===== src/rtl/adc_grab_pkg.sv =====
// Shared types for the conversion/readout sequencer.
// Assumes nothing beyond being compiled before its users.
package adc_grab_pkg;

    // Sequencer phases, from request to final handshake.
    typedef enum logic [2:0] {
        ST_IDLE   = 3'd0,
        ST_CNV_LO = 3'd1,
        ST_WAIT   = 3'd2,
        ST_RD_LO  = 3'd3,
        ST_GAP    = 3'd4,
        ST_PUSH   = 3'd5
    } seq_state_t;

endpackage


===== src/rtl/adc_grab_tick.sv =====
// Down-counting interval timer shared by every timed phase of the sequencer.
// A load sets the count; expired is high once the count has reached zero,
// so loading N-1 keeps a phase alive for N cycles.
// Assumes load and a running count never need to coexist.
module adc_grab_tick #(
    parameter int W = 10
) (
    input  logic         clk,
    input  logic         rst_n,
    input  logic         load,
    input  logic [W-1:0] load_val,
    output logic         expired
);

    logic [W-1:0] cnt_q;

    // Reload on request, otherwise count down and rest at zero.
    always_ff @(posedge clk) begin
        if (!rst_n)
            cnt_q <= '0;
        else if (load)
            cnt_q <= load_val;
        else if (cnt_q != '0)
            cnt_q <= cnt_q - 1'b1;
    end

    // Expiry flag for the owning phase.
    always_comb expired = (cnt_q == '0);

endmodule


===== src/rtl/adc_grab_chsel.sv =====
// Channel walker: expands the group mask to per-channel enables and finds
// the lowest enabled channel overall and the lowest one above the current.
// Assumes channels of a group are contiguous, PER_GRP wide.
module adc_grab_chsel #(
    parameter int NGRP    = 3,
    parameter int PER_GRP = 2,
    parameter int CW      = $clog2(NGRP * PER_GRP)
) (
    input  logic [NGRP-1:0] grp_en,
    input  logic [CW-1:0]   cur,
    output logic [CW-1:0]   first,
    output logic [CW-1:0]   next,
    output logic            has_next
);

    localparam int NCH = NGRP * PER_GRP;

    logic [NCH-1:0] ch_en;

    // Each group bit fans out to its channel slice.
    for (genvar g = 0; g < NGRP; g++) begin : g_fan
        assign ch_en[g*PER_GRP +: PER_GRP] = {PER_GRP{grp_en[g]}};
    end

    // Scan from the top down so the lowest matching index wins.
    always_comb begin
        first    = '0;
        next     = '0;
        has_next = 1'b0;
        for (int k = NCH - 1; k >= 0; k--) begin
            if (ch_en[k]) begin
                first = CW'(k);
                if (CW'(k) > cur) begin
                    next     = CW'(k);
                    has_next = 1'b1;
                end
            end
        end
    end

endmodule


===== src/rtl/adc_grab_ctrl.sv =====
// Conversion and readout sequencer for a six-channel paired-group ADC.
// Pulses the selected start lines, waits for busy to fall (with timeout),
// then reads each enabled channel in ascending order in word or byte mode
// and streams tagged results out on valid/ready.
// Assumes busy and bus_d are already synchronous to clk and byte_mode is
// static while a cycle runs.
module adc_grab_ctrl #(
    parameter int CLK_MHZ       = 250,
    parameter int CONV_NS       = 3000,
    parameter int MARGIN_NS     = 1000,
    parameter int START_LOW_CYC = 4,
    parameter int RD_LOW_CYC    = 3,
    parameter int RD_GAP_CYC    = 2,
    parameter int NGRP          = 3,
    parameter int PER_GRP       = 2,
    parameter int DW            = 16
) (
    input  logic                                  clk,
    input  logic                                  rst_n,
    input  logic                                  start_req,
    input  logic [NGRP-1:0]                       grp_mask,
    input  logic                                  byte_mode,
    output logic [NGRP-1:0]                       cnv_n,
    input  logic                                  busy,
    output logic                                  cs_n,
    output logic                                  rd_n,
    input  logic [DW-1:0]                         bus_d,
    output logic                                  res_valid,
    input  logic                                  res_ready,
    output logic [DW-1:0]                         res_data,
    output logic [$clog2(NGRP*PER_GRP)-1:0]       res_chan,
    output logic                                  done,
    output logic                                  tmo_err
);
    import adc_grab_pkg::*;

    localparam int TMO_CYC = CLK_MHZ * (CONV_NS + MARGIN_NS) / 1000;
    localparam int M1      = (START_LOW_CYC > RD_LOW_CYC) ? START_LOW_CYC : RD_LOW_CYC;
    localparam int M2      = (M1 > RD_GAP_CYC) ? M1 : RD_GAP_CYC;
    localparam int MAXC    = (M2 > TMO_CYC) ? M2 : TMO_CYC;
    localparam int TW      = $clog2(MAXC + 1);
    localparam int CW      = $clog2(NGRP * PER_GRP);
    localparam int BW      = DW / 2;

    seq_state_t      st_q, st_d;
    logic [NGRP-1:0] mask_q;
    logic [CW-1:0]   ch_q;
    logic            hi_ph_q;
    logic [BW-1:0]   hi_q;
    logic [DW-1:0]   data_q;
    logic            busy_q, done_q, tmo_q;

    logic            tk_ld, tk_exp;
    logic [TW-1:0]   tk_val;
    logic            accept, begin_rd, take_hi, take_res, advance, fin, tmo_d;
    logic [CW-1:0]   ch_first, ch_next;
    logic            ch_more;

    adc_grab_tick #(.W(TW)) tick_i (
        .clk      (clk),
        .rst_n    (rst_n),
        .load     (tk_ld),
        .load_val (tk_val),
        .expired  (tk_exp)
    );

    adc_grab_chsel #(.NGRP(NGRP), .PER_GRP(PER_GRP), .CW(CW)) chsel_i (
        .grp_en   (mask_q),
        .cur      (ch_q),
        .first    (ch_first),
        .next     (ch_next),
        .has_next (ch_more)
    );

    // Next-phase decision and timer reload for every phase.
    always_comb begin
        st_d     = st_q;
        tk_ld    = 1'b0;
        tk_val   = '0;
        accept   = 1'b0;
        begin_rd = 1'b0;
        take_hi  = 1'b0;
        take_res = 1'b0;
        advance  = 1'b0;
        fin      = 1'b0;
        tmo_d    = 1'b0;
        case (st_q)
            ST_IDLE: if (start_req && (grp_mask != '0)) begin
                accept = 1'b1;
                st_d   = ST_CNV_LO;
                tk_ld  = 1'b1;
                tk_val = TW'(START_LOW_CYC - 1);
            end
            ST_CNV_LO: if (tk_exp) begin
                st_d   = ST_WAIT;
                tk_ld  = 1'b1;
                tk_val = TW'(TMO_CYC - 1);
            end
            ST_WAIT: begin
                if (busy_q && !busy) begin
                    begin_rd = 1'b1;
                    st_d     = ST_RD_LO;
                    tk_ld    = 1'b1;
                    tk_val   = TW'(RD_LOW_CYC - 1);
                end else if (tk_exp) begin
                    tmo_d = 1'b1;
                    st_d  = ST_IDLE;
                end
            end
            ST_RD_LO: if (tk_exp) begin
                if (byte_mode && !hi_ph_q) begin
                    take_hi = 1'b1;
                    st_d    = ST_GAP;
                    tk_ld   = 1'b1;
                    tk_val  = TW'(RD_GAP_CYC - 1);
                end else begin
                    take_res = 1'b1;
                    st_d     = ST_PUSH;
                end
            end
            ST_GAP: if (tk_exp) begin
                st_d   = ST_RD_LO;
                tk_ld  = 1'b1;
                tk_val = TW'(RD_LOW_CYC - 1);
            end
            ST_PUSH: if (res_ready) begin
                if (ch_more) begin
                    advance = 1'b1;
                    st_d    = ST_GAP;
                    tk_ld   = 1'b1;
                    tk_val  = TW'(RD_GAP_CYC - 1);
                end else begin
                    fin  = 1'b1;
                    st_d = ST_IDLE;
                end
            end
            default: st_d = ST_IDLE;
        endcase
    end

    // Phase register, captured mask, channel pointer and data assembly.
    always_ff @(posedge clk) begin
        if (!rst_n) begin
            st_q    <= ST_IDLE;
            mask_q  <= '0;
            ch_q    <= '0;
            hi_ph_q <= 1'b0;
            hi_q    <= '0;
            data_q  <= '0;
            busy_q  <= 1'b0;
            done_q  <= 1'b0;
            tmo_q   <= 1'b0;
        end else begin
            st_q   <= st_d;
            busy_q <= busy;
            done_q <= fin;
            tmo_q  <= tmo_d;
            if (accept)
                mask_q <= grp_mask;
            if (begin_rd) begin
                ch_q    <= ch_first;
                hi_ph_q <= 1'b0;
            end
            if (take_hi) begin
                hi_q    <= bus_d[BW-1:0];
                hi_ph_q <= 1'b1;
            end
            if (take_res)
                data_q <= byte_mode ? {hi_q, bus_d[BW-1:0]} : bus_d;
            if (advance) begin
                ch_q    <= ch_next;
                hi_ph_q <= 1'b0;
            end
        end
    end

    // Pin and stream outputs decoded from the registered phase.
    always_comb begin
        cnv_n     = (st_q == ST_CNV_LO) ? ~mask_q : '1;
        cs_n      = !((st_q == ST_RD_LO) || (st_q == ST_GAP) || (st_q == ST_PUSH));
        rd_n      = (st_q != ST_RD_LO);
        res_valid = (st_q == ST_PUSH);
        res_data  = data_q;
        res_chan  = ch_q;
        done      = done_q;
        tmo_err   = tmo_q;
    end


    cnv_sel_chk: assert property (@(posedge clk) disable iff (!rst_n)
        ((~cnv_n) & (~mask_q)) == '0);


    chan_range_chk: assert property (@(posedge clk) disable iff (!rst_n)
        res_valid |-> (res_chan < CW'(NGRP * PER_GRP)));


    rd_after_busy_chk: assert property (@(posedge clk) disable iff (!rst_n)
        $fell(rd_n) |-> !busy);


    tmo_pulse_chk: assert property (@(posedge clk) disable iff (!rst_n)
        tmo_err |=> (!tmo_err && cs_n && (cnv_n == '1)));


    strobe_in_cs_chk: assert property (@(posedge clk) disable iff (!rst_n)
        !rd_n |-> !cs_n);


    res_hold_chk: assert property (@(posedge clk) disable iff (!rst_n)
        (res_valid && !res_ready) |=> (res_valid && $stable(res_data) && $stable(res_chan)));


    done_pulse_chk: assert property (@(posedge clk) disable iff (!rst_n)
        done |=> !done);


    done_idle_chk: assert property (@(posedge clk) disable iff (!rst_n)
        done |-> (cs_n && !res_valid));

endmodule


===== config.mk =====
export PLATFORM = sky130hd
export DESIGN_NAME = adc_grab_ctrl
export DESIGN_NICKNAME = d
export VERILOG_FILES = /design/src/rtl/adc_grab_pkg.sv /design/src/rtl/adc_grab_tick.sv /design/src/rtl/adc_grab_chsel.sv /design/src/rtl/adc_grab_ctrl.sv
export SDC_FILE = /design/constraint.sdc
export NUM_CORES = 1
export LEC_CHECK = 0
export BUFFER_PORTS_ARGS = -buffer_cell sky130_fd_sc_hd__buf_2
export CAP_MARGIN = 20
export CORE_MARGIN = 5
export CORE_UTILIZATION = 45
export DETAILED_ROUTE_END_ITERATION = 8
export GPL_ROUTABILITY_DRIVEN = 1
export GPL_TIMING_DRIVEN = 0
export PLACE_DENSITY = 0.68
export SETUP_SLACK_MARGIN = 0.15
export SLEW_MARGIN = 20
export SYNTH_ARGS = -nofsm -noshare
export SYNTH_HDL_FRONTEND = slang
export SYNTH_HIERARCHICAL = 1
export SYNTH_SLANG_ARGS = --single-unit

===== constraint.sdc =====
create_clock -name clk -period 3.9 [get_ports clk]
set_clock_uncertainty 0.1 [all_clocks]
set_input_delay 0.975 -clock clk [delete_from_list [all_inputs] [get_ports clk]]
set_output_delay 0.975 -clock clk [all_outputs]
set_load 0.1 [all_outputs]

; ---- Yosys cells after proc, flatten, opt, wreduce, memory -nomap -nowiden
; Cells that the tools add are included.
[word_totals]
word_cells = 122
n_memories = 0
out_inout_bits = 27
mem_bits_rw = 0
rom_bits = 0
regBits = 47
in_bits = 25
latchBits = 0
[classes]
bitwise = 3
add_sub_neg = 1
mux = 70
n_shift = 0
n_mul = 0
magnitude_cmp = 6
n_div = 0
eq_ne = 12
n_reduce_logical = 20
[op_table]
columns = cell, n
row1 = 2-to-1 mux 3 bit, 26
row2 = case mux 10 bit (6 select lines), 1
row3 = 2-to-1 mux 1 bit, 34
row4 = 2-to-1 mux 10 bit, 3
row5 = case mux 3 bit (6 select lines), 1
row6 = 2-to-1 mux 16 bit, 1
row7 = zero test 10 bit, 1
row8 = nonzero test 10 bit, 1
row9 = "subtractor 10 x 1 -> 10 bit, second input constant", 1
row10 = "inequality test 2 x 1 -> 1 bit, second input constant", 4
row11 = "equality test 3 x 2 -> 1 bit, second input constant", 2
row12 = "equality test 3 bit, second input constant", 2
row13 = "greater-than comparator 1 x 3 -> 1 bit, first input constant", 2
row14 = "greater-than comparator 2 x 3 -> 1 bit, first input constant", 2
row15 = "greater-than comparator 3 bit, first input constant", 2
row16 = 2-to-1 mux 2 bit, 3
row17 = "inequality test 3 x 2 -> 1 bit, second input constant", 2
row18 = AND reduction 6 bit, 1
row19 = nonzero test 2 bit, 3
row20 = case mux 1 bit (5 select lines), 1
row21 = OR reduction 2 bit, 2
row22 = "equality test 3 x 1 -> 1 bit, second input constant", 1
row23 = logical AND 1 bit, 3
row24 = zero test 1 bit, 3
row25 = other kinds (8), 10

; ---- Longest topological paths before layout
; Gate-level depths: netlist of the first run.
[logic_depth]
word_depth = 17
ltp_mapped = 13
depth_no_buf = 11

; ---- Modules after synthesis
; The synthesis of the first run kept the hierarchy.
[modules_own_cells]
columns = mod, seq_area_each_um2, instances, area_each_um2, cells_each
row1 = adc_grab_ctrl, 740.7, 1, 1766.7, 192
row2 = adc_grab_tick, 200.2, 1, 573.0, 65
row3 = adc_grab_chsel, 0.0, 1, 113.9, 19

; ---- Worst setup path before layout of the first run
; Ideal clock, no wire load.
[synth_timing]
path_kind = register to output
from = register st_q[2]
to = output port cs_n
t_required_ns = 2.825
stages_incl_launch_ff = 4
slack_ns = 0.724
n_path_buf = 1
arrival_time_ns = 2.101
cell_sequence = dfxtp_1 buf_2 nor2b_1 a21oi_1
[synth_via]
elab_chain_cells = 4
word_cells_on_any_way = 6
classes_between = eq/ne: 3 / reduce/logical: 3
[synth_lines]
columns = item, line
row1 = "start, declared", adc_grab_ctrl.sv:45  ; seq_state_t st_q, st_d;
row2 = "start signal, assigned", adc_grab_ctrl.sv:154  ; st_q <= st_d;
row3 = equality test 3 x 2 -> 1 bit / equality test 3 bit (equally long branches), adc_grab_ctrl.sv:180  ; cs_n = !((st_q == ST_RD_LO) || (st_q == ST_GAP) || (st_q == ST_PUSH));
row4 = logical OR 1 bit, adc_grab_ctrl.sv:180
row5 = logical OR 1 bit *, adc_grab_ctrl.sv:180
row6 = zero test 1 bit *, adc_grab_ctrl.sv:180
row7 = "end, declared", adc_grab_ctrl.sv:25  ; output logic cs_n,
; Mark *: on every way between the ends. The rest lies on a longest branch, timed or not.

; ---- Worst setup path in the final report of the first run
[layout_timing]
from = register tick_i.cnt_q[0]
to = register tick_i.cnt_q[5]
[layout_via]
elab_chain_cells = 4
word_cells_on_any_way = 11
classes_between = add/sub: 1 / mux: 7 / reduce/logical: 3
[layout_lines]
columns = item, line
row1 = "start, declared", adc_grab_tick.sv:15  ; logic [W-1:0] cnt_q;
row2 = "start signal, assigned", adc_grab_tick.sv:22  ; cnt_q <= load_val;
row3 = "start signal, assigned", adc_grab_tick.sv:24  ; cnt_q <= cnt_q - 1'b1;
row4 = zero test 10 bit *, adc_grab_tick.sv:28  ; always_comb expired = (cnt_q == '0);
row5 = named net tk_exp, adc_grab_ctrl.sv:53  ; logic tk_ld, tk_exp;
row6 = 2-to-1 mux 1 bit (on tied branches), "adc_grab_ctrl.sv:94, adc_grab_ctrl.sv:121, adc_grab_ctrl.sv:110"
row7 = case mux 1 bit (5 select lines) *, adc_grab_ctrl.sv:87  ; case (st_q)
row8 = named net tk_ld, adc_grab_ctrl.sv:53
row9 = 2-to-1 mux 10 bit / nonzero test 2 bit (equally long branches), -
; Mark *: on every way through the listed nets, which the timed path passes. The rest lies on a longest branch. The select of a mux whose other input is x is not followed.
; A chain may end at the register's enable or synchronous reset.

==> results of run 1 <==
-- worst max-delay path by stage --
stage                                               to  slack, ns  cells past startpoint
final                     tick_i/cnt_q[5]$_SDFFE_PN0P_       0.65                     12
after global routing      tick_i/cnt_q[5]$_SDFFE_PN0P_       0.46                     12
after CTS                 tick_i/cnt_q[5]$_SDFFE_PN0P_       0.70                     12
after detailed placement  tick_i/cnt_q[5]$_SDFFE_PN0P_       0.72                     12
after global placement    tick_i/cnt_q[5]$_SDFFE_PN0P_       0.71                     12
after floorplan                                   cs_n       0.72                      3
-- synthesized netlist by cell type, types with 3 or more instances --
master     n  area (um2)
buf_2      4       20.02
o211a_1    8       80.08
a21boi_0  10       75.07
buf_4      3       22.52
nand3b_1   5       37.54
o21ai_0    9       45.04
mux2i_1   23       230.2
nand3_1   11       55.05
nor3_1     6       30.03
nand2_1   42       157.7
dfxtp_1   47       940.9
inv_1      5       18.77
clkbuf_1   5       18.77
buf_6      3       33.78
nor4_1     3       18.77
nor2_1    12       45.04
nor2b_1   12       75.07
a21boi_1   5       37.54
a21oi_1   13       65.06
nand4_1    3       18.77
-- registers in the layout, summed over array words and instances, names as in the netlist --
signal        cells
hi_ph_q           1
st_q              3
done              1
tick_i/cnt_q     10
hi_q              8
mask_q            3
res_data         16
busy_q            1
res_chan          3
tmo_err           1
-- final cells by class --
cell class | instances | share of cell area (%)
Buffer | 15 | 3.294
Sequential cell | 47 | 32.60
Inverter | 5 | 0.6502
Multi-Input combinational cell | 210 | 48.59
Tap cell | 70 | 3.034
Clock inverter | 3 | 0.7802
Clock buffer | 5 | 2.384
Timing Repair Buffer | 50 | 8.669
-- worst max-delay path: cells and delay by family, from the launching register on --
kind,cells,cell delay [ns]
buffers and inverters,3,0.56
AOI/OAI and AO/OA,1,0.23
DFF,1,0.35
and+or+nand+nor,7,1.71
adders and majority gates,1,0.19
-- layer usage --
layer | global-route usage [%] | share of wire (%) | vias up
met4 | 3.947 | 0.64 | 0
met2 | 27.91 | 50 | 38
li1 | - | - | 1097
met5 | 0 | 0 | -
met3 | 4.541 | 3.8 | 5
met1 | 21.50 | 46 | 1022
-- through the flow --
stage | total power [mW] | worst slack [ns] | hold WS [ns] | utilization [%] | instance area (um2)
finish | 1.562 | 0.6498 | 0.3525 | 55.46 | 2887
global route | 1.677 | 0.4599 | 0.3844 | 55.46 | 2887
CTS | 1.570 | 0.7001 | 0.3571 | 55.46 | 2887
detailed placement | 1.264 | 0.7228 | 0.3444 | 53.70 | 2795
global placement | 1.259 | 0.7104 | 0.3392 | 53.70 | 2795
floorplan | 1.140 | 0.7243 | 0.3822 | - | 2457
-- kinds of logic after synthesis --
family / after synthesis / share of synthesized area, %
buffers and inverters: 20 / 4.641
adder cells (fa/ha/maj): 1 / 0.5099
flip-flops: 47 / 38.35
XOR/XNOR: 3 / 1.071
other: 2 / 0.3061
AND/OR/NAND/NOR: 122 / 28.76
AO/OA/AOI/OAI: 57 / 16.52
multiplexers: 24 / 9.842
-- report_power, final --
| group | internal, mW | total, mW | switching [mW] |
|---|---|---|---|
| clock network | 0.129 | 0.303 | 0.175 |
| registers | 0.543 | 0.616 | 0.0725 |
| logic | 0.268 | 0.642 | 0.374 |
==> flow_summary.yaml, run 1 <==
outcome:
  outcome: "completed"
synthesis:
  syn-cell-area_um2: 2454
  yosysWarnings: 6
  yosysUniqueCellTypes: 55
  synth-seq-area-share_pct: 38.35
  synth.avg_cell_area_um2: 8.890
  syn_inst: 276
  synth_seq_cells: 47
  synthArstFlopShare_pct: 0
  ys.flop_type: "dfxtp_1"
  synth_edf_count: 0
detailed_routing:
  drtPass1Iterations: 4
  antenna_left: 0
  drc: 0
  wl_mm: 5.625
  drtIter0Drc: 67
  wl_per_cell_um: 13.89
  via_per_inst: 5.338
  vias: 2162
worst_setup_path:
  crit_chain: "inv_1 -> ha_1 -> or4b_4 -> nor3_4 -> nand2_2 -> nor3_1 -> buf_4 -> nor2b_1 -> nand3_1 -> buf_2 -> nor3b_2 -> a32o_1"
  regToRegStartpoint: "tick_i/cnt_q[0]$_SDFFE_PN0P_"
  r2r_cells: 12
  critPathKind: "reg2reg"
  crit_path_end_kind: "flop"
  cp_max_fo: 15
  reg2reg_to: "tick_i/cnt_q[5]$_SDFFE_PN0P_"
  rrSetupSlack_ns: 0.65
  worst_ep_required_time_ns: 4.00
  cp-start-kind: "flop"
  arrival_ns: 3.35
  max_stage_delay_ns: 0.53
  cp-startpoint: "tick_i/cnt_q[0]$_SDFFE_PN0P_"
  critPathSlowestCell: "or4b_4"
finish:
  final_common_cell: "buf_2"
  area_growth_pct: 17.64
  multi_input_area_um2: 1403
  fin_nets: 360
  seq_area_um2: 940.9
  nFillCells: 519
  post_route_cells_drive_above_1_share_pct: 24.78
  diodes: 0
  layout_common_cells: "buf_2, dfxtp_1, nand2_1, mux2i_1, a21oi_1"
  stdcell_count: 405
grt:
  grt_usage_pct: 16.74
  grt_pass1_vias: 2104
  grt_pass1_wl_mm: 9.735
  antenna_found_initial: 0
  overflow: 0
  grt_max_degree: 17
hold_path:
  hold_start: "res_data[7]$_SDFFE_PN0P_"
  hold_class: "reg2reg"
  hold_path_depth: 2
  min_to: "res_data[7]$_SDFFE_PN0P_"
placement:
  hpwlAfterDp_mm: 4.110
  placed_cells: 397
  port_buffers: 50
  gp_congestion: 0.7792
power_and_ir_drop:
  irDropWorstVdd_mv: 0.2639
  leakagePower_nw: 1.300
  powerDensity_nw_per_um2: 541.0
floorplanning:
  die_area_um2: 7029
  floorplan.initialDensity_pct: 47.14
  io_pins: 52
  die_h_um: 83.84
  die_w_um: 83.84
  rows: 26
  design.core.area_um2: 5205
timing:
  hold_viol: 0
  period_share_pct: 83.34
  setup_viol: 0
  grt_setup_unrepaired: "false"
  setup-tns-final_ns: 0
  tightest_slew_ns: 0.5910
  fmaxAchievable_mhz: 307.7
  relSlewSlack_pct: 60.47
  final-max-slew-violation-count: 0
  timing.final.crit_period_ns: 3.250
cts:
  cts_setup_buffers: 0
  clock_latency_ns: 0.30
  cts_tree: "done"
  cts_repair_resize_count: 0
  htreeDepth: 2
  clkSlewWorstSetupHoldPaths_ns: 0.09
  clk_path_buf_depth: 2
  cts_sinks: 47
  cts_buffers: 5
  cts_hold_buffers: 0
  root_buffer: "clkbuf_8"
flow_run:
  drv_cap: 0
Power figures use the tool's default switching activity.
==> inputs of run 2 (changes only) <==
--- a/config.mk
+++ b/config.mk
@@ -5,6 +5,7 @@
 export SDC_FILE = /design/constraint.sdc
 export NUM_CORES = 1
 export LEC_CHECK = 0
+export ABC_AREA = 1
 export BUFFER_PORTS_ARGS = -buffer_cell sky130_fd_sc_hd__buf_2
 export CAP_MARGIN = 20
 export CORE_MARGIN = 5
==> constraint.sdc (replaced) <==
create_clock -name clk -period 3.2 [get_ports clk]
set_clock_uncertainty 0.1 [all_clocks]
set_input_delay 0.8 -clock clk [delete_from_list [all_inputs] [get_ports clk]]
set_output_delay 0.8 -clock clk [all_outputs]
set_load 0.1 [all_outputs]
==> run 2 against run 1 <==
Routed wire length rose by 7.3%. Sequential cell count is the same. Count of clock-buffer cells in the layout is 1 higher. Worst hold slack better by 0.046 ns. Sequential power rose by 26%. Critical path type unchanged. Largest cell class unchanged. Total power up 44%. Largest power group unchanged. Global-route usage up 0.71 points. Critical path depth up 6. Register-to-register slack worse by 0.25 ns. Via count rose by 14%. Final cell count up 25%. Sequential share of layout area is 0.72 points lower.
==> flow_summary.yaml, run 2 <==
detailed_routing:
  drc: 0
  via_per_inst: 4.848
  drtPass1Iterations: 4
  vias: 2458
  wl_mm: 6.037
  drtIter0Drc: 124
  antenna_left: 0
  wl_per_cell_um: 11.91
cts:
  cts_hold_buffers: 0
  clkSlewWorstSetupHoldPaths_ns: 0.09
  root_buffer: "clkbuf_8"
  cts_tree: "done"
  htreeDepth: 2
  clock_latency_ns: 0.30
  cts_buffers: 5
  cts_sinks: 47
  clk_path_buf_depth: 2
synthesis:
  synth_seq_cells: 47
  yosysWarnings: 6
  yosys.area.top_type_share_pct: 37.83
  synth_largest_area_cell: "dfxtp_1"
  synth-seq-area-share_pct: 37.83
  synth_edf_count: 0
  yosysUniqueCellTypes: 27
  synth.avg_cell_area_um2: 6.687
  synthArstFlopShare_pct: 0
  yosysMostFrequentCell: "nand2_1"
  syn-cell-area_um2: 2487
  syn_inst: 372
  ys.flop_type: "dfxtp_1"
  synthTopCellsByArea: "dfxtp_1, nand2_1, nor2_1"
  synthTopCellsByCount: "nand2_1, nor2_1, dfxtp_1"
power_and_ir_drop:
  powerDensity_nw_per_um2: 761.4
  clkPwrFrac_pct: 15.9
  intPower_mw: 1.178
  power_frac_seq_pct: 34.5
  p_sw_share_pct: 47.57
  irDropWorstVdd_mv: 0.3231
  power_mw: 2.247
  leakagePower_nw: 1.520
  power.switching_mw: 1.069
  p_comb_share_pct: 49.7
placement:
  gp_congestion: 0.8760
  dp_slack_ns: 0.2057
  placed_cells: 495
  port_buffers: 50
  hpwlAfterDp_mm: 4.643
worst_setup_path:
  cp-start-kind: "flop"
  rrSetupSlack_ns: 0.40
  r2r_cells: 18
  crit_path_end_kind: "flop"
  crit_path_end: "tick_i/cnt_q[2]$_SDFFE_PN0P_"
  cp_max_fo: 10
  cp-startpoint: "tick_i/cnt_q[0]$_SDFFE_PN0P_"
  arrival_ns: 2.89
  regToRegStartpoint: "tick_i/cnt_q[0]$_SDFFE_PN0P_"
  critPathKind: "reg2reg"
  worst_ep_required_time_ns: 3.29
  reg2reg_to: "tick_i/cnt_q[2]$_SDFFE_PN0P_"
timing:
  setup-tns-final_ns: 0
  period_share_pct: 87.52
  final-max-slew-violation-count: 0
  hold_viol: 0
  setup_viol: 0
  fmaxAchievable_mhz: 357.1
  timing.final.crit_period_ns: 2.801
  fin_ws_ns: 0.3993
  grt_setup_unrepaired: "false"
finish:
  post-route-util_pct: 54.27
  layout_common_cells: "nand2_1, nor2_1, buf_2, dfxtp_1, nand3_1"
  stdcell_count: 507
  final_common_cell: "nand2_1"
  post_route_cells_drive_above_1_share_pct: 23.45
  largest_register_ffs: 16
  nFillCells: 542
  fin_nets: 460
  area_growth_pct: 18.66
  diodes: 0
grt:
  grt_usage_pct: 17.45
  overflow: 0
  grt_pass1_vias: 2363
  antenna_found_initial: 0
  grt_pass1_wl_mm: 10.35
  grt_max_degree: 15
floorplanning:
  die_w_um: 84.35
  die_area_um2: 7114
  die_h_um: 84.35
  io_pins: 52
  rows: 27
  design.core.area_um2: 5439
  floorplan.initialDensity_pct: 45.73
hold_path:
  hold_start: "hi_ph_q$_SDFFE_PP0P_"
  hold_class: "reg2reg"
outcome:
  outcome: "completed"
flow_run:
  drv_cap: 0
[run 2: cell types whose count changed after synthesis, moves of 9 or more]
cell,change
o21ai_0,+14
nor2b_1,-12
nor2_1,+59
mux2i_1,-23
nor2_2,+9
nand2_1,+41
a21boi_0,-10
nand3_1,+25
inv_1,+29
[run 2: what timing repair did]
| item | 4_1_cts | 5_1_grt |
|---|---|---|
| gates resized for setup | 0 | 3 |
| buffers inserted | 0 | 4 |
| hold endpoints to repair | 0 | 0 |
| setup endpoints to repair | 0 | 10 |
[run 2: metal layers]
layer  GRT usage (%)  part of all wire, %  vias to the layer above
met5               0                    0                        -
met4           4.748                  1.4                        0
met3           4.514                  5.1                        8
met2           31.13                   48                       53
met1           20.69                   45                     1088
li1                -                    -                     1309
[run 2: cell type report]
type	instances	area (um2)	share of cell area, %
Buffer	11	66.31	2.247
Clock inverter	2	12.51	0.4239
Sequential cell	47	940.9	31.88
Inverter	39	146.4	4.960
Tap cell	72	90.09	3.052
Clock buffer	6	72.57	2.459
Timing Repair Buffer	54	280.3	9.496
Multi-Input combinational cell	276	1343	45.49
[run 2: worst min-delay path by stage]
stage | to | slack [ns] | cells after the start
finish | hi_ph_q$_SDFFE_PP0P_ | 0.40 | 2
global route | res_data[13]$_SDFFE_PN0P_ | 0.42 | 1
CTS | hi_ph_q$_SDFFE_PP0P_ | 0.40 | 2
detailed placement | res_data[6]$_SDFFE_PN0P_ | 0.38 | 2
global placement | hi_ph_q$_SDFFE_PP0P_ | 0.38 | 2
floorplan | tick_i/cnt_q[1]$_SDFFE_PN0P_ | 0.36 | 2
[run 2: worst max-delay path, stage by stage (launching register included)]
cell and delay, ns:
dfxtp_1 0.33, inv_1 0.11, ha_2 0.26, nand2_1 0.08, nor2_1 0.12, nand2_1 0.09
nor3_1 0.19, inv_2 0.13, nor3_4 0.24, inv_2 0.07, buf_6 0.15, nand4_1 0.07
buf_2 0.23, inv_2 0.10, buf_4 0.18, o21ai_0 0.08, nand2_1 0.07, nand2_1 0.07
nor2_1 0.04
[run 2: cell families (layout without fill, tap and decap cells)]
family / Yosys count / in the layout / share of synthesized area, %
and+or+nand+nor: 223 / 223 / 40.74
DFF: 47 / 47 / 37.83
AOI/OAI and AO/OA: 49 / 49 / 12.07
other: 2 / 3 / 0.3019
adders and majority gates: 1 / 1 / 0.5029
buffers and inverters: 50 / 112 / 8.551
[run 2: per-stage QoR]
step                hold WS (ns)  area [um2]
floorplan                 0.3618        2491
global placement          0.3787        2831
detailed placement        0.3821        2831
CTS                       0.4003        2917
global route              0.4246        2952
finish                    0.3987        2952
[run 2: power groups by stage]
stage | logic (mW) | clock network [mW] | registers [mW]
2_1_floorplan | 0.855 | 0 | 0.820
3_3_place_gp | 1.08 | 0 | 0.785
3_5_place_dp | 1.10 | 0 | 0.788
4_1_cts | 1.11 | 0.367 | 0.774
5_1_grt | 1.26 | 0.387 | 0.788
6_report | 1.12 | 0.357 | 0.774
==> inputs of run 3 (changes only) <==
--- a/config.mk
+++ b/config.mk
@@ -9,12 +9,12 @@
 export BUFFER_PORTS_ARGS = -buffer_cell sky130_fd_sc_hd__buf_2
 export CAP_MARGIN = 20
 export CORE_MARGIN = 5
-export CORE_UTILIZATION = 45
+export CORE_UTILIZATION = 35
 export DETAILED_ROUTE_END_ITERATION = 8
 export GPL_ROUTABILITY_DRIVEN = 1
 export GPL_TIMING_DRIVEN = 0
-export PLACE_DENSITY = 0.68
 export SETUP_SLACK_MARGIN = 0.15
+export SKIP_LAST_GASP = 1
 export SLEW_MARGIN = 20
 export SYNTH_ARGS = -nofsm -noshare
 export SYNTH_HDL_FRONTEND = slang
==> run 3 against run 2 <==
Register-to-register slack improved by 0.17 ns. Maximum frequency increased by 6.3%. Worst hold slack improved by 0.0024 ns. Cell area increased by 1.7%. Die area increased by 25%. Critical path type unchanged. Total power increased by 4.3%. Largest cell class unchanged.
==> flow_summary.yaml, run 3 (synthesized netlist as in run 2, its figures left out) <==
floorplanning:
  die_w_um: 94.30
  die_area_um2: 8892
  io_pins: 52
  design.core.area_um2: 6869
  rows: 30
  floorplan.initialDensity_pct: 36.21
  die_h_um: 94.30
timing:
  final-max-slew-violation-count: 0
  grt_setup_unrepaired: "false"
  setup-tns-final_ns: 0
  setup_viol: 0
  tightest_slew_ns: 0.5218
  timing.final.crit_period_ns: 2.634
  period_share_pct: 82.30
  fmaxAchievable_mhz: 379.7
  relSlewSlack_pct: 65.21
  hold_viol: 0
detailed_routing:
  antenna_left: 0
  drtPass1Iterations: 4
  via_per_inst: 4.614
  wl_per_cell_um: 11.48
  drtIter0Drc: 62
  drc: 0
  vias: 2436
  wl_mm: 6.060
finish:
  fin_nets: 457
  area_growth_pct: 20.72
  largest_register_ffs: 16
  final_common_cell: "nand2_1"
  post_route_cells_drive_above_1_share_pct: 23.38
  fin_area_um2: 3003
  layout_common_cells: "nand2_1, nor2_1, buf_2, dfxtp_1, nand3_1"
  diodes: 0
  post-route-util_pct: 43.72
flow_run:
  drv_cap: 0
cts:
  cts_tree: "done"
  clock_latency_ns: 0.31
  cts_hold_buffers: 0
  cts_buffers: 5
  clkSlewWorstSetupHoldPaths_ns: 0.09
  htreeDepth: 2
  root_buffer: "clkbuf_8"
  cts_sinks: 47
  clk_path_buf_depth: 2
worst_setup_path:
  cp-start-kind: "flop"
  cp_max_fo: 10
  rrSetupSlack_ns: 0.57
  crit_cells: 18
  arrival_ns: 2.73
  crit_chain: "inv_1 -> ha_2 -> nand2_1 -> nor2_1 -> nand2_1 -> nor3_2 -> inv_2 -> nor3_4 -> inv_2 -> buf_6 -> nand4_1 -> clkbuf_4 -> inv_2 -> buf_4 -> o21ai_0 -> nand2_1 -> nand2_1 -> nor2_1"
  cp-startpoint: "tick_i/cnt_q[0]$_SDFFE_PN0P_"
  cp_top_family: "buffers and inverters"
  critPathKind: "reg2reg"
  worst_ep_required_time_ns: 3.30
  max_stage_delay_ns: 0.33
  crit_path_end_kind: "flop"
  r2r_cells: 18
  critPathSlowestCell: "dfxtp_1"
  crit_path_end: "tick_i/cnt_q[2]$_SDFFE_PN0P_"
  reg2reg_to: "tick_i/cnt_q[2]$_SDFFE_PN0P_"
  cpMostUsedCell: "nand2_1"
  regToRegStartpoint: "tick_i/cnt_q[0]$_SDFFE_PN0P_"
  worst-path-buf-inv: 7
power_and_ir_drop:
  clkPwrFrac_pct: 19.2
  intPower_mw: 1.265
  irDropWorstVdd_mv: 0.2082
  power_frac_seq_pct: 33.2
  p_sw_share_pct: 46.02
  p_comb_share_pct: 47.6
  powerDensity_nw_per_um2: 780.6
  power.switching_mw: 1.079
  leakagePower_nw: 1.525
grt:
  grt_pass1_vias: 2338
  grt_usage_pct: 14.74
  grt_max_degree: 17
  grt_pass1_wl_mm: 10.53
  overflow: 0
  antenna_found_initial: 0
placement:
  hpwlAfterDp_mm: 4.751
  placed_cell_area_um2: 2861
  gp_congestion: 0.8422
  port_buffers: 50
outcome:
  outcome: "completed"
hold_path:
  hold_class: "reg2reg"
-- run 3: area by class of cell --
cell class                      count  area (um2)
Buffer                             11       68.82
Clock buffer                        5       68.82
Clock inverter                      3       47.55
Fill cell                         720        3866
Inverter                           39       146.4
Multi-Input combinational cell    276        1353
Sequential cell                    47       940.9
Tap cell                           96       120.1
Timing Repair Buffer               51       257.7
-- run 3: repair_timing --
item,CTS,global route
setup buffers,0,1
setup endpoints to repair,0,10
resized for setup,0,6
-- run 3: stage by stage --
| stage | hold WS (ns) | setup slack [ns] | cells | total power [mW] |
|---|---|---|---|---|
| 3_3_place_gp | 0.3796 | 0.2200 | 519 | 1.875 |
| 6_report | 0.4011 | 0.5663 | 528 | 2.344 |
| 3_5_place_dp | 0.3820 | 0.2296 | 519 | 1.889 |
| 4_1_cts | 0.3965 | 0.2092 | 527 | 2.347 |
| 2_1_floorplan | 0.3618 | 0.3285 | 373 | 1.674 |
| 5_1_grt | 0.4177 | 0.2027 | 528 | 2.581 |
-- run 3: how the worst min path moves through the flow --
stage / from / end / slack (ns) / depth (start not counted)
finish: hi_ph_q$_SDFFE_PP0P_ / hi_ph_q$_SDFFE_PP0P_ / 0.40 / 2
CTS: hi_ph_q$_SDFFE_PP0P_ / hi_ph_q$_SDFFE_PP0P_ / 0.40 / 2
global placement: hi_ph_q$_SDFFE_PP0P_ / hi_ph_q$_SDFFE_PP0P_ / 0.38 / 2
floorplan: tick_i/cnt_q[1]$_SDFFE_PN0P_ / tick_i/cnt_q[1]$_SDFFE_PN0P_ / 0.36 / 2
detailed placement: res_data[13]$_SDFFE_PN0P_ / res_data[13]$_SDFFE_PN0P_ / 0.38 / 1
global route: hi_ph_q$_SDFFE_PP0P_ / hi_ph_q$_SDFFE_PP0P_ / 0.42 / 2
-- run 3: per-layer routing --
layer	up-vias	GRT usage, %	share of wire, %
met4	0	3.851	0.50
met5	-	0	0
met3	4	4.247	5.2
met2	55	24.70	49
li1	1312	-	-
met1	1065	18.52	45
-- run 3: power by group through the flow --
| stage | clock network, mW | registers (mW) | logic [mW] |
|---|---|---|---|
| 2_1_floorplan | 0 | 0.820 | 0.855 |
| 3_3_place_gp | 0 | 0.787 | 1.09 |
| 3_5_place_dp | 0 | 0.788 | 1.10 |
| 4_1_cts | 0.467 | 0.775 | 1.11 |
| 5_1_grt | 0.499 | 0.793 | 1.29 |
| 6_report | 0.451 | 0.777 | 1.12 |
-- run 3: worst register-to-register path: stages (launching register included) --
cell and delay (ns):
dfxtp_1 0.33, inv_1 0.11, ha_2 0.25, nand2_1 0.07, nor2_1 0.13, nand2_1 0.10
nor3_2 0.13, inv_2 0.12, nor3_4 0.20, inv_2 0.06, buf_6 0.15, nand4_1 0.07
clkbuf_4 0.20, inv_2 0.08, buf_4 0.18, o21ai_0 0.09, nand2_1 0.07, nand2_1 0.06
nor2_1 0.04
